File: src/rtl/wb_rel_pkg.sv
package wb_rel_pkg;
  typedef enum logic [1:0] {
    PH_IDLE = 2'd0,
    PH_PRIM = 2'd1,
    PH_SETS = 2'd2,
    PH_DEC  = 2'd3
  } wb_phase_e;
endpackage

File: src/rtl/wb_owner_scan.sv
// Flags the first valid set of each distinct owner warp.
module wb_owner_scan #(
  parameter int NUM_SETS = 4,
  parameter int WARP_W   = 3
) (
  input  logic [NUM_SETS-1:0]             set_valid_i,
  input  logic [NUM_SETS-1:0][WARP_W-1:0] set_warp_i,
  output logic [NUM_SETS-1:0]             first_o
);
  for (genvar s = 0; s < NUM_SETS; s++) begin : g_set
    always_comb begin
      first_o[s] = set_valid_i[s];
      for (int j = 0; j < NUM_SETS; j++) begin
        if (j < s && set_valid_i[j] && (set_warp_i[j] == set_warp_i[s]))
          first_o[s] = 1'b0;
      end
    end
  end
endmodule

File: src/rtl/wb_seq_ctrl.sv
module wb_seq_ctrl
  import wb_rel_pkg::*;
#(
  parameter int NUM_SETS = 4,
  parameter int NUM_OUT  = 2,
  parameter int SET_IW   = (NUM_SETS > 1) ? $clog2(NUM_SETS) : 1,
  parameter int OUT_IW   = (NUM_OUT > 1) ? $clog2(NUM_OUT) : 1
) (
  input  logic              clk_i,
  input  logic              rst_ni,
  input  logic              start_i,
  input  logic              part_i,
  output wb_phase_e         phase_o,
  output logic [SET_IW-1:0] set_idx_o,
  output logic [OUT_IW-1:0] out_idx_o,
  output logic              busy_o
);
  localparam logic [SET_IW-1:0] LAST_SET = SET_IW'(NUM_SETS - 1);
  localparam logic [OUT_IW-1:0] LAST_OUT = OUT_IW'(NUM_OUT - 1);

  wb_phase_e         phase_q;
  logic [SET_IW-1:0] set_q;
  logic [OUT_IW-1:0] out_q;

  always_ff @(posedge clk_i or negedge rst_ni) begin
    if (!rst_ni) begin
      phase_q <= PH_IDLE;
      set_q   <= '0;
      out_q   <= '0;
    end else begin
      case (phase_q)
        PH_IDLE: begin
          if (start_i) begin
            phase_q <= PH_PRIM;
            set_q   <= '0;
            out_q   <= '0;
          end
        end
        PH_PRIM: begin
          if (out_q == LAST_OUT) begin
            out_q   <= '0;
            set_q   <= '0;
            phase_q <= part_i ? PH_SETS : PH_DEC;
          end else begin
            out_q <= out_q + 1'b1;
          end
        end
        PH_SETS: begin
          if (out_q == LAST_OUT) begin
            out_q <= '0;
            if (set_q == LAST_SET) begin
              set_q   <= '0;
              phase_q <= PH_DEC;
            end else begin
              set_q <= set_q + 1'b1;
            end
          end else begin
            out_q <= out_q + 1'b1;
          end
        end
        PH_DEC: begin
          if (!part_i || set_q == LAST_SET) begin
            set_q   <= '0;
            phase_q <= PH_IDLE;
          end else begin
            set_q <= set_q + 1'b1;
          end
        end
        default: phase_q <= PH_IDLE;
      endcase
    end
  end

  assign phase_o   = phase_q;
  assign set_idx_o = set_q;
  assign out_idx_o = out_q;
  assign busy_o    = (phase_q != PH_IDLE);
endmodule

File: src/rtl/wb_release_mux.sv
module wb_release_mux
  import wb_rel_pkg::*;
#(
  parameter int NUM_SETS = 4,
  parameter int NUM_OUT  = 2,
  parameter int WARP_W   = 3,
  parameter int REG_W    = 6,
  parameter int SET_IW   = (NUM_SETS > 1) ? $clog2(NUM_SETS) : 1,
  parameter int OUT_IW   = (NUM_OUT > 1) ? $clog2(NUM_OUT) : 1
) (
  input  wb_phase_e                                  phase_i,
  input  logic [SET_IW-1:0]                          set_idx_i,
  input  logic [OUT_IW-1:0]                          out_idx_i,
  input  logic                                       part_i,
  input  logic [WARP_W-1:0]                          prim_warp_i,
  input  logic [NUM_OUT-1:0][REG_W-1:0]              prim_dst_i,
  input  logic [NUM_SETS-1:0]                        set_valid_i,
  input  logic [NUM_SETS-1:0][WARP_W-1:0]            set_warp_i,
  input  logic [NUM_SETS-1:0][NUM_OUT-1:0][REG_W-1:0] set_dst_i,
  input  logic [NUM_SETS-1:0]                        first_i,
  output logic                                       rel_valid_o,
  output logic [WARP_W-1:0]                          rel_warp_o,
  output logic [REG_W-1:0]                           rel_reg_o,
  output logic                                       dec_valid_o,
  output logic [WARP_W-1:0]                          dec_warp_o
);
  logic [REG_W-1:0]  prim_reg, set_reg;
  logic [WARP_W-1:0] cur_warp;
  logic              cur_valid;

  always_comb begin
    prim_reg  = prim_dst_i[out_idx_i];
    set_reg   = set_dst_i[set_idx_i][out_idx_i];
    cur_warp  = set_warp_i[set_idx_i];
    cur_valid = set_valid_i[set_idx_i];

    rel_valid_o = 1'b0;
    rel_warp_o  = prim_warp_i;
    rel_reg_o   = prim_reg;
    dec_valid_o = 1'b0;
    dec_warp_o  = prim_warp_i;

    case (phase_i)
      PH_PRIM: rel_valid_o = (prim_reg != '0);
      PH_SETS: begin
        rel_warp_o  = cur_warp;
        rel_reg_o   = set_reg;
        // primary-owned sets are covered by the primary release
        rel_valid_o = cur_valid && (cur_warp != prim_warp_i) && (set_reg != '0);
      end
      PH_DEC: begin
        if (part_i) begin
          dec_valid_o = first_i[set_idx_i];
          dec_warp_o  = cur_warp;
        end else begin
          dec_valid_o = 1'b1;
        end
      end
      default: ;
    endcase
  end
endmodule

File: src/rtl/wb_composite_release.sv
module wb_composite_release
  import wb_rel_pkg::*;
#(
  parameter int NUM_WARPS = 8,
  parameter int NUM_REGS  = 64,
  parameter int NUM_SETS  = 4,
  parameter int NUM_OUT   = 2,
  parameter int WARP_W    = (NUM_WARPS > 1) ? $clog2(NUM_WARPS) : 1,
  parameter int REG_W     = (NUM_REGS > 1) ? $clog2(NUM_REGS) : 1
) (
  input  logic                                        clk_i,
  input  logic                                        rst_ni,
  input  logic                                        wb_valid_i,
  input  logic                                        partition_en_i,
  input  logic                                        has_sets_i,
  input  logic [WARP_W-1:0]                           prim_warp_i,
  input  logic [NUM_OUT-1:0][REG_W-1:0]               prim_dst_i,
  input  logic [NUM_SETS-1:0]                         set_valid_i,
  input  logic [NUM_SETS-1:0][WARP_W-1:0]             set_warp_i,
  input  logic [NUM_SETS-1:0][NUM_OUT-1:0][REG_W-1:0] set_dst_i,
  output logic                                        busy_o,
  output logic                                        rel_valid_o,
  output logic [WARP_W-1:0]                           rel_warp_o,
  output logic [REG_W-1:0]                            rel_reg_o,
  output logic                                        dec_valid_o,
  output logic [WARP_W-1:0]                           dec_warp_o
);
  localparam int SET_IW = (NUM_SETS > 1) ? $clog2(NUM_SETS) : 1;
  localparam int OUT_IW = (NUM_OUT > 1) ? $clog2(NUM_OUT) : 1;

  logic                                        start;
  logic                                        part_q;
  logic [WARP_W-1:0]                           prim_warp_q;
  logic [NUM_OUT-1:0][REG_W-1:0]               prim_dst_q;
  logic [NUM_SETS-1:0]                         set_valid_q;
  logic [NUM_SETS-1:0][WARP_W-1:0]             set_warp_q;
  logic [NUM_SETS-1:0][NUM_OUT-1:0][REG_W-1:0] set_dst_q;
  logic [NUM_SETS-1:0]                         first;
  wb_phase_e                                   phase;
  logic [SET_IW-1:0]                           set_idx;
  logic [OUT_IW-1:0]                           out_idx;
  logic                                        busy;

  assign start = wb_valid_i && !busy;

  always_ff @(posedge clk_i or negedge rst_ni) begin
    if (!rst_ni) begin
      part_q      <= 1'b0;
      prim_warp_q <= '0;
      prim_dst_q  <= '0;
      set_valid_q <= '0;
      set_warp_q  <= '0;
      set_dst_q   <= '0;
    end else if (start) begin
      part_q      <= partition_en_i && has_sets_i;
      prim_warp_q <= prim_warp_i;
      prim_dst_q  <= prim_dst_i;
      set_valid_q <= (partition_en_i && has_sets_i) ? set_valid_i : '0;
      set_warp_q  <= set_warp_i;
      set_dst_q   <= set_dst_i;
    end
  end

  wb_owner_scan #(.NUM_SETS(NUM_SETS), .WARP_W(WARP_W)) u_scan (
    .set_valid_i (set_valid_q),
    .set_warp_i  (set_warp_q),
    .first_o     (first)
  );

  wb_seq_ctrl #(
    .NUM_SETS(NUM_SETS), .NUM_OUT(NUM_OUT), .SET_IW(SET_IW), .OUT_IW(OUT_IW)
  ) u_seq (
    .clk_i     (clk_i),
    .rst_ni    (rst_ni),
    .start_i   (start),
    .part_i    (part_q),
    .phase_o   (phase),
    .set_idx_o (set_idx),
    .out_idx_o (out_idx),
    .busy_o    (busy)
  );

  wb_release_mux #(
    .NUM_SETS(NUM_SETS), .NUM_OUT(NUM_OUT), .WARP_W(WARP_W), .REG_W(REG_W),
    .SET_IW(SET_IW), .OUT_IW(OUT_IW)
  ) u_mux (
    .phase_i     (phase),
    .set_idx_i   (set_idx),
    .out_idx_i   (out_idx),
    .part_i      (part_q),
    .prim_warp_i (prim_warp_q),
    .prim_dst_i  (prim_dst_q),
    .set_valid_i (set_valid_q),
    .set_warp_i  (set_warp_q),
    .set_dst_i   (set_dst_q),
    .first_i     (first),
    .rel_valid_o (rel_valid_o),
    .rel_warp_o  (rel_warp_o),
    .rel_reg_o   (rel_reg_o),
    .dec_valid_o (dec_valid_o),
    .dec_warp_o  (dec_warp_o)
  );

  assign busy_o = busy;
endmodule

File: config.mk
export PLATFORM = sky130hd
export DESIGN_NAME = wb_composite_release
export DESIGN_NICKNAME = d
export VERILOG_FILES = /design/src/rtl/wb_rel_pkg.sv /design/src/rtl/wb_owner_scan.sv /design/src/rtl/wb_seq_ctrl.sv /design/src/rtl/wb_release_mux.sv /design/src/rtl/wb_composite_release.sv
export SDC_FILE = /design/constraint.sdc
export NUM_CORES = 1
export LEC_CHECK = 0
export ABC_AREA = 0
export BUFFER_PORTS_ARGS = -buffer_cell sky130_fd_sc_hd__buf_2
export CORE_ASPECT_RATIO = 0.8
export CORE_MARGIN = 3
export CORE_UTILIZATION = 58
export CTS_CLUSTER_SIZE = 12
export DETAILED_ROUTE_END_ITERATION = 10
export GPL_TIMING_DRIVEN = 0
export PLACE_DENSITY = 0.85
export SYNTH_ARGS = -nofsm -noshare
export SYNTH_HDL_FRONTEND = slang
export SYNTH_SLANG_ARGS = --single-unit
export TNS_END_PERCENT = 100
File: constraint.sdc
create_clock -name clk_i -period 3.05 [get_ports clk_i]
set_clock_uncertainty 0.15 [all_clocks]
set_input_delay 0.1525 -clock clk_i [delete_from_list [all_inputs] [get_ports clk_i]]
set_output_delay 0.1525 -clock clk_i [all_outputs]
set_load 0.02 [all_outputs]
=== Word-level counts from Yosys, hierarchy flattened ===
Cells that the tools add are included.

* Bits of input ports: 84
* Output and inout port bits: 15
* RAM bits: 0
* Memories kept: 0
* Logic and storage cells: 104
* ROM bits: 0
* Bits in registers: 85
* Latch bits: 0

* Shift operators: 0
* Div/mod/pow operators: 0
* Multiply operators: 0
* $add $sub $neg: 2
* Reductions and logical operators: 22
* Bitwise gates (word level): 0
* Mux-type cells: 42
* Equal/unequal tests: 16
* Magnitude comparators: 2

{| class="wikitable"
|+ Operators by type and width
! cell !! number
|-
| $mux W6 || 5
|-
| $bmux W12 S2 || 1
|-
| $mux W2 || 10
|-
| $eq A3 B3 Y1 || 6
|-
| $pmux W2 S4 || 2
|-
| $mux W1 || 13
|-
| $mux W12 || 1
|-
| $mux W3 || 4
|-
| $reduce_bool A6 Y1 || 2
|-
| $logic_and A1 B1 Y1 || 10
|-
| $ne A2 B2 Y1 const B || 5
|-
| $bmux W3 S2 || 1
|-
| $eq A2 B2 Y1 const B || 3
|-
| $reduce_and A5 Y1 || 1
|-
| $bmux W1 S2 || 2
|-
| $mux W4 || 1
|-
| $pmux W1 S2 || 2
|-
| $reduce_bool A2 Y1 || 2
|-
| $lt A2 B3 Y1 const B || 1
|-
| $ne A3 B3 Y1 || 1
|-
| $reduce_and A3 Y1 || 1
|-
| $add A2 B1 Y2 const B || 1
|-
| $eq A2 B1 Y1 const B || 1
|-
| $logic_not A1 Y1 || 2
|-
| 6 further kinds || 6
|}

=== Depth between registers and ports, before layout ===
Gate-level depths: netlist (run 1).

* Depth in word-level cells: 9
* Gate-level depth with buffers: 8
* Gate-level depth less buffers: 7

=== Hierarchy ===
Synthesis (run 1) repeated with hierarchy kept, for this count alone.

* Cell total of the unflattened synthesis: 311
* Area total of the unflattened synthesis: 4654.5 µm²

{| class="wikitable"
|+ By module, submodules not included
! module !! area each (µm²) !! cells each !! instances !! sequential area each (µm²)
|-
| wb_composite_release || 3171.8 || 171 || 1 || 2001.9
|-
| wb_release_mux || 855.8 || 76 || 1 || 0.0
|-
| wb_seq_ctrl || 404.1 || 37 || 1 || 125.1
|-
| wb_owner_scan || 222.7 || 27 || 1 || 0.0
|}

=== Worst setup path after synthesis (run 1) ===
OpenSTA, ideal clock, no wires.

* Path kind: register -> output
* Start point: register u_seq.set_q[0], in the netlist u_seq.set_idx_o[0]
* End point: output port rel_valid_o
* Required time: 2.747 ns
* Cell stages (with the launch flop): 7
* Path buffers: 1
* Arrival time: 1.744 ns
* Path slack: 1.003 ns
* Cell sequence: dfrtp_1 > buf_6 > mux4_1 > xnor2_1 > nand3_1 > nand4_1 > o21ai_1

* Longest elaborated chain between the ends: 7
* Elaborated cells on any way between the ends: 13
* Those cells by class: eq/ne (1); mux (9); reduce/logical (3)

{| class="wikitable"
|+ Ends and longest elaborated chain
! element !! line !! RTL
|-
| start: declaration || wb_seq_ctrl.sv:22 || <nowiki>logic [SET_IW-1:0] set_q;</nowiki>
|-
| start signal: assignment || wb_seq_ctrl.sv:55 || <nowiki>set_q <= set_q + 1'b1;</nowiki>
|-
| start signal: assignment || wb_seq_ctrl.sv:66 || <nowiki>set_q <= set_q + 1'b1;</nowiki>
|-
| $bmux W12 S2 || wb_release_mux.sv:33 || <nowiki>set_reg = set_dst_i[set_idx_i][out_idx_i];</nowiki>
|-
| $mux W12 (not written as such) || wb_release_mux.sv:33 ||
|-
| $mux W6 (not written as such) (2 in series) || wb_release_mux.sv:33 ||
|-
| $reduce_bool A6 Y1 || wb_release_mux.sv:49 || <nowiki>rel_valid_o = cur_valid && (cur_warp != prim_warp_i) && (set_reg != '0);</nowiki>
|-
| $logic_and A1 B1 Y1 * || wb_release_mux.sv:49 ||
|-
| $pmux W1 S2 * || wb_release_mux.sv:43 || <nowiki>case (phase_i)</nowiki>
|-
| end: declaration || wb_composite_release.sv:22 || <nowiki>output logic rel_valid_o,</nowiki>
|}

Every way passes the cells marked *; elsewhere a longest branch is shown, timed or not. The select of a mux whose other input is x is not followed.

=== Worst setup path after layout (run 1) ===
* Start point: register u_seq.out_q, in the netlist u_seq.out_idx_o
* End point: output port rel_valid_o

* Longest elaborated chain between the ends: 5
* Elaborated cells on any way between the ends: 8
* Those cells by class: mux (5); reduce/logical (3)

{| class="wikitable"
|+ Ends and longest elaborated chain
! element !! line !! RTL
|-
| start: declaration || wb_seq_ctrl.sv:23 || <nowiki>logic [OUT_IW-1:0] out_q;</nowiki>
|-
| start signal: assignment || wb_seq_ctrl.sv:45 || <nowiki>out_q <= out_q + 1'b1;</nowiki>
|-
| start signal: assignment || wb_seq_ctrl.sv:58 || <nowiki>out_q <= out_q + 1'b1;</nowiki>
|-
| $mux W6 (not written as such) (2 in series) || wb_release_mux.sv:33 ||
|-
| $reduce_bool A6 Y1 || wb_release_mux.sv:49 ||
|-
| $logic_and A1 B1 Y1 || wb_release_mux.sv:49 ||
|-
| $pmux W1 S2 * || wb_release_mux.sv:43 ||
|}

Marked as above.

==> results of run 1 <==
==> worst max-delay path, cell delays in order (launching register included) <==
cell     delay (ns)
dfrtp_1        0.32
buf_2          0.27
buf_2          0.34
mux4_2         0.36
mux2i_1        0.33
nand4_1        0.18
nor3_2         0.13
o21ai_1        0.10
buf_2          0.16
==> where the power goes <==
| group | switching, µW | internal (µW) |
|---|---|---|
| registers | 539 | 1700 |
| clock network | 427 | 323 |
| logic | 1390 | 1500 |
==> kinds of logic (layout without fill, tap and decap cells) <==
logic type                 count (synthesis)  count (layout)  share of synthesized area
xor gates and xnor gates                  21              21                     0.0431
DFF                                       85              85                      0.498
buffers and inverters                     20             215                     0.0214
adders and majority gates                  5               5                     0.0147
muxes                                    105             105                      0.325
and+or+nand+nor                           43              43                     0.0525
AOI/OAI and AO/OA                         29              29                     0.0454
==> timing repair <==
action | in CTS | in global routing
hold buffers | 80 | 0
setup buffers | 0 | 0
endpoints found under the hold margin | 164 | 0
==> cell type report <==
cell class	instances	area, µm²
inverters	3	11.3
flip-flops and latches	85	2130
fillers	341	1140
clock buffers	10	138
well taps	87	109
multi-input cells	203	2050
repair buffers	179	1320
plain buffers	17	80.1
clock inverters	6	46.3
==> path summary, 6_finish.rpt <==
kind | start | endpoint | slack, ns | cells past startpoint
max in group asynchronous | rst_ni | prim_dst_q[6] | 2.10 | 3
min | rst_ni | set_warp_q[8] | 0.05 | 2
max reg2reg | u_seq.phase_o[0] | set_warp_q[8] | 0.62 | 5
min reg2reg | set_dst_q[31] | set_dst_q[31] | 0.36 | 1
max | u_seq.out_idx_o | rel_valid_o | 0.20 | 8
min in group clk_i | wb_valid_i | u_seq.out_idx_o | 0.14 | 4
==> Yosys cell counts, types with 5 or more instances <==
master,count,area share
buf_2,7,0.0082
mux2i_1,6,0.014
ha_1,5,0.015
dfrtp_1,85,0.50
mux2_2,83,0.22
mux4_2,8,0.042
o21ai_0,7,0.0082
clkbuf_1,9,0.0079
nor2b_1,5,0.0073
xnor2_1,21,0.043
a21oi_1,5,0.0059
mux4_1,8,0.049
nand4_1,8,0.012
nor2_1,7,0.0062
nand2_1,11,0.0097
==> flip-flops by register name (all words and copies together) (netlist names) <==
name             flops
u_seq.phase_o        2
set_dst_q           48
prim_warp_q          3
set_warp_q          12
u_seq.set_idx_o      2
u_seq.out_idx_o      1
set_valid_q          4
part_q               1
prim_dst_q          12
==> per-layer routing <==
metal  routed length (µm)  vias up  share of wire
li1                     -     1523              -
met1                 4810     1758           0.39
met2                 6190      219           0.50
met3                  944       49          0.076
met4                  450        0          0.036
met5                    0        -              0
==> metrics by stage <==
step | instance area, µm² | total power (µW) | setup WS, ns | hold slack, ns | utilization
2_1_floorplan | 4270 | 4100 | 1.00 | -0.293 | -
3_3_place_gp | 4870 | 4720 | 0.768 | 0.233 | 0.693
3_5_place_dp | 4900 | 4880 | 0.701 | -0.119 | 0.697
4_1_cts | 5880 | 5700 | 0.319 | 0.0447 | 0.837
5_1_grt | 5880 | 6150 | 0.138 | 0.0748 | 0.837
6_report | 5880 | 5870 | 0.201 | 0.0504 | 0.837
==> results.sh, run 1 <==
export IMPL_mostFrequentLayoutCell="buf_2"
export IMPL_tns_ns=0
export IMPL_grt_total_usage=0.306
export IMPL_nets=587
export IMPL_worst_slew_pin_slew_ns=0.639
export IMPL_grt_ovfl_total=0
export IMPL_grt_setup_unrepaired="no"
export IMPL_wl_per_cell_um=21.0
export IMPL_drtPass1Iterations=5
export IMPL_initial_core_util=0.607
export IMPL_core_area_um2=7030
export IMPL_grt_pass1_wl_um=19000
export IMPL_clkLatencyLatePin_ns=0.34
export IMPL_gr_usage_met3=0.0747
export IMPL_yosys_warnings=0
export IMPL_rows=27
export IMPL_numPortBuffers=98
export IMPL_hp_class="in -> async"
export IMPL_drive_gt1_frac=0.429
export IMPL_grt_antenna_before_repair=0
export IMPL_synth_nets=397
export IMPL_diodes=0
export IMPL_viasPerCell=6.02
export IMPL_busiest_layer="met2"
export IMPL_worstPathArrival_ns=2.55
export IMPL_use_met2=0.525
export IMPL_synth_async_reset_ratio=1.00
export IMPL_outcome="finished clean"
export IMPL_syn_area_um2=4270
export IMPL_ys_seq_area_frac=0.498
export IMPL_avgSynthCellArea_um2=13.9
export IMPL_setup_viol=0
export IMPL_dp_cells=494
export IMPL_cts_tree="yes"
export IMPL_dr_first_iter_drc_count=338
export IMPL_root_buffer="clkbuf_8"
export IMPL_ys_ff_latch=85
export IMPL_grt_pass1_vias=3610
export IMPL_netlist_cell_type_count=33
export IMPL_pin_count=99
export IMPL_syn_instance_count=308
export IMPL_clockBufferDepth=2
export IMPL_ant_nets=0
export IMPL_design_die_area_um2=8430
export IMPL_cellLeakagePower_uw=0.00261
export IMPL_crit_required_ns=2.75
export IMPL_synth_edf_count=0
export IMPL_layout_common_cells="buf_2, dfrtp_1, mux2_2"
export IMPL_dpl_hpwl_um=7360
export IMPL_worstSetupPathType="reg -> out"
export IMPL_instances_no_fill=590
export IMPL_place_gp_congestion=0.862
export IMPL_drt_total_wl_um=12400
export IMPL_peakVddDrop_mv=0.538
export IMPL_max_freq_mhz=351
export IMPL_fin_crit_sh=0.934
export IMPL_end_kind="output pin"
export IMPL_cts_resized=0
export IMPL_path_max_fanout=10
export IMPL_die_w_um=102
export IMPL_path_clk_slew_ns=0.09
export IMPL_finalMaxSlewViolations=0
export IMPL_grt_max_degree=72
export IMPL_cap_violations=0
export IMPL_crit_path_start_kind="flop"
export IMPL_dr_total_vias=3549
export IMPL_final_hold_viol_count=0
export IMPL_globalRouteMet1Util=0.381
export IMPL_clock_sinks=85
export IMPL_htreeDepth=3
export IMPL_cts_buffers=9
export IMPL_powerDensity_nw_per_um2=998
export IMPL_max_slew_margin_rel=0.574
export IMPL_layout_min_cycle_time_ns=2.85
export IMPL_route_detailed_drc=0
export IMPL_yosys_most_used_dff="dfrtp_1"
export IMPL_area_growth_pct=37.8
export IMPL_die_h_um=82.7
(Power assumes the default switching activity.)
==> run 2: changes to the inputs <==
--- a/config.mk
+++ b/config.mk
@@ -13,6 +13,7 @@
 export CTS_CLUSTER_SIZE = 12
 export DETAILED_ROUTE_END_ITERATION = 10
 export GPL_TIMING_DRIVEN = 0
+export MAX_ROUTING_LAYER = met4
 export PLACE_DENSITY = 0.85
 export SYNTH_ARGS = -nofsm -noshare
 export SYNTH_HDL_FRONTEND = slang
==> results.sh, run 2 (synthesis gave the netlist of run 1 again) <==
export IMPL_worstPathArrival_ns=2.57
export IMPL_cellLeakagePower_uw=0.00261
export IMPL_cp_slowest_cell="mux4_2"
export IMPL_grt_ovfl_total=0
export IMPL_tns_ns=0
export IMPL_clkLatencyLatePin_ns=0.34
export IMPL_pin_count=99
export IMPL_reg_largest_list="set_dst_q x48, prim_dst_q x12, set_warp_q x12"
export IMPL_register_area_um2=2130
export IMPL_drt_total_wl_um=12300
export IMPL_grt_max_degree=72
export IMPL_max_flop_register="set_dst_q"
export IMPL_path_max_fanout=10
export IMPL_power_uw=5880
export IMPL_setup_viol=0
export IMPL_ant_nets=0
export IMPL_route_detailed_drc=0
export IMPL_cts_hold_buffers=80
export IMPL_crit_path_start_kind="flop"
export IMPL_drtPass1Iterations=6
export IMPL_cts_resized=0
export IMPL_initial_core_util=0.607
export IMPL_outcome="finished clean"
export IMPL_max_slew_margin_rel=0.571
export IMPL_dp_cells=494
export IMPL_cp_num_buf_inv=3
export IMPL_powerDensity_nw_per_um2=999
export IMPL_grt_antenna_before_repair=0
export IMPL_max_freq_mhz=349
export IMPL_mostFrequentLayoutCell="buf_2"
export IMPL_rows=27
export IMPL_grt_pass1_wl_um=19000
export IMPL_design_die_area_um2=8430
export IMPL_postPlaceCellArea_um2=4900
export IMPL_drive_gt1_frac=0.429
export IMPL_dr_total_vias=3532
export IMPL_place_gp_congestion=0.876
export IMPL_fin_hold_ws_ns=0.0478
export IMPL_dpl_hpwl_um=7360
export IMPL_end_kind="output pin"
export IMPL_viasPerCell=5.99
export IMPL_worst_slew_pin_slew_ns=0.644
export IMPL_layout_common_cells="buf_2, dfrtp_1, mux2_2"
export IMPL_grt_pass1_vias=3610
export IMPL_die_w_um=102
export IMPL_cts_buffers=9
export IMPL_multi_input_area_um2=2050
export IMPL_final_hold_viol_count=0
export IMPL_layout_min_cycle_time_ns=2.87
export IMPL_worstSetupPathType="reg -> out"
export IMPL_hp_class="in -> async"
export IMPL_wl_per_cell_um=20.9
export IMPL_dr_first_iter_drc_count=361
export IMPL_crit_family="buffers and inverters"
export IMPL_htreeDepth=3
export IMPL_peakVddDrop_mv=0.539
export IMPL_root_buffer="clkbuf_8"
export IMPL_final_area_um2=5880
export IMPL_crit_chain="buf_2, buf_2, mux4_2, mux2i_1, nand4_1, nor3_2, o21ai_1, buf_2"
export IMPL_grt_total_usage=0.315
export IMPL_fin_crit_sh=0.940
export IMPL_cap_violations=0
export IMPL_largest_register_ffs=48
export IMPL_worst_path_most_repeated_cell="buf_2"
export IMPL_clockBufferDepth=2
export IMPL_fillCellCount=341
export IMPL_crit_required_ns=2.75
export IMPL_cts_tree="yes"
export IMPL_post_cts_buffers=0
export IMPL_clock_sinks=85
export IMPL_finalMaxSlewViolations=0
export IMPL_nets=587
export IMPL_diodes=0
export IMPL_path_clk_slew_ns=0.09
export IMPL_core_area_um2=7030
export IMPL_die_h_um=82.7
export IMPL_grt_setup_unrepaired="no"
export IMPL_area_growth_pct=37.8
export IMPL_numPortBuffers=98
export IMPL_instances_no_fill=590
export IMPL_cpPeakStageDelay_ns=0.36
## run 2: cell counts in the layout (fill, tap and decap cells not counted)
Identical to the previous run, type by type.
## run 2: area by class of cell
type	count	area share
clock inverters	6	0.00787
clock buffers	10	0.0234
flip-flops and latches	85	0.362
multi-input cells	203	0.348
inverters	3	0.00191
repair buffers	179	0.225
well taps	87	0.0185
plain buffers	17	0.0136
## run 2: worst paths after layout
kind	startpoint	endpoint	slack [ns]	cells after the start
max	u_seq.out_idx_o	rel_valid_o	0.18	8
min	rst_ni	set_warp_q[10]	0.05	2
max reg2reg	u_seq.phase_o[0]	set_warp_q[8]	0.63	5
min reg2reg	set_dst_q[36]	set_dst_q[36]	0.36	1
max in group asynchronous	rst_ni	prim_dst_q[8]	2.07	3
min in group clk_i	wb_valid_i	u_seq.out_idx_o	0.13	4
## run 2: per-layer routing
metal | global-route usage | part of all wire
met4 | 0.113 | 0.032
met5 | - | 0
met1 | 0.384 | 0.39
met2 | 0.525 | 0.50
met3 | 0.0722 | 0.076
## run 2: report_power, final
part,total (µW),switching [µW],internal (µW)
registers,2230,536,1700
logic,2890,1390,1500
clock network,755,432,323
## run 2: metrics by stage
| step | setup slack [ns] | util |
|---|---|---|
| 4_1_cts | 0.319 | 0.837 |
| 5_1_grt | 0.138 | 0.837 |
| 2_1_floorplan | 1.00 | - |
| 3_3_place_gp | 0.768 | 0.693 |
| 6_report | 0.182 | 0.837 |
| 3_5_place_dp | 0.701 | 0.697 |
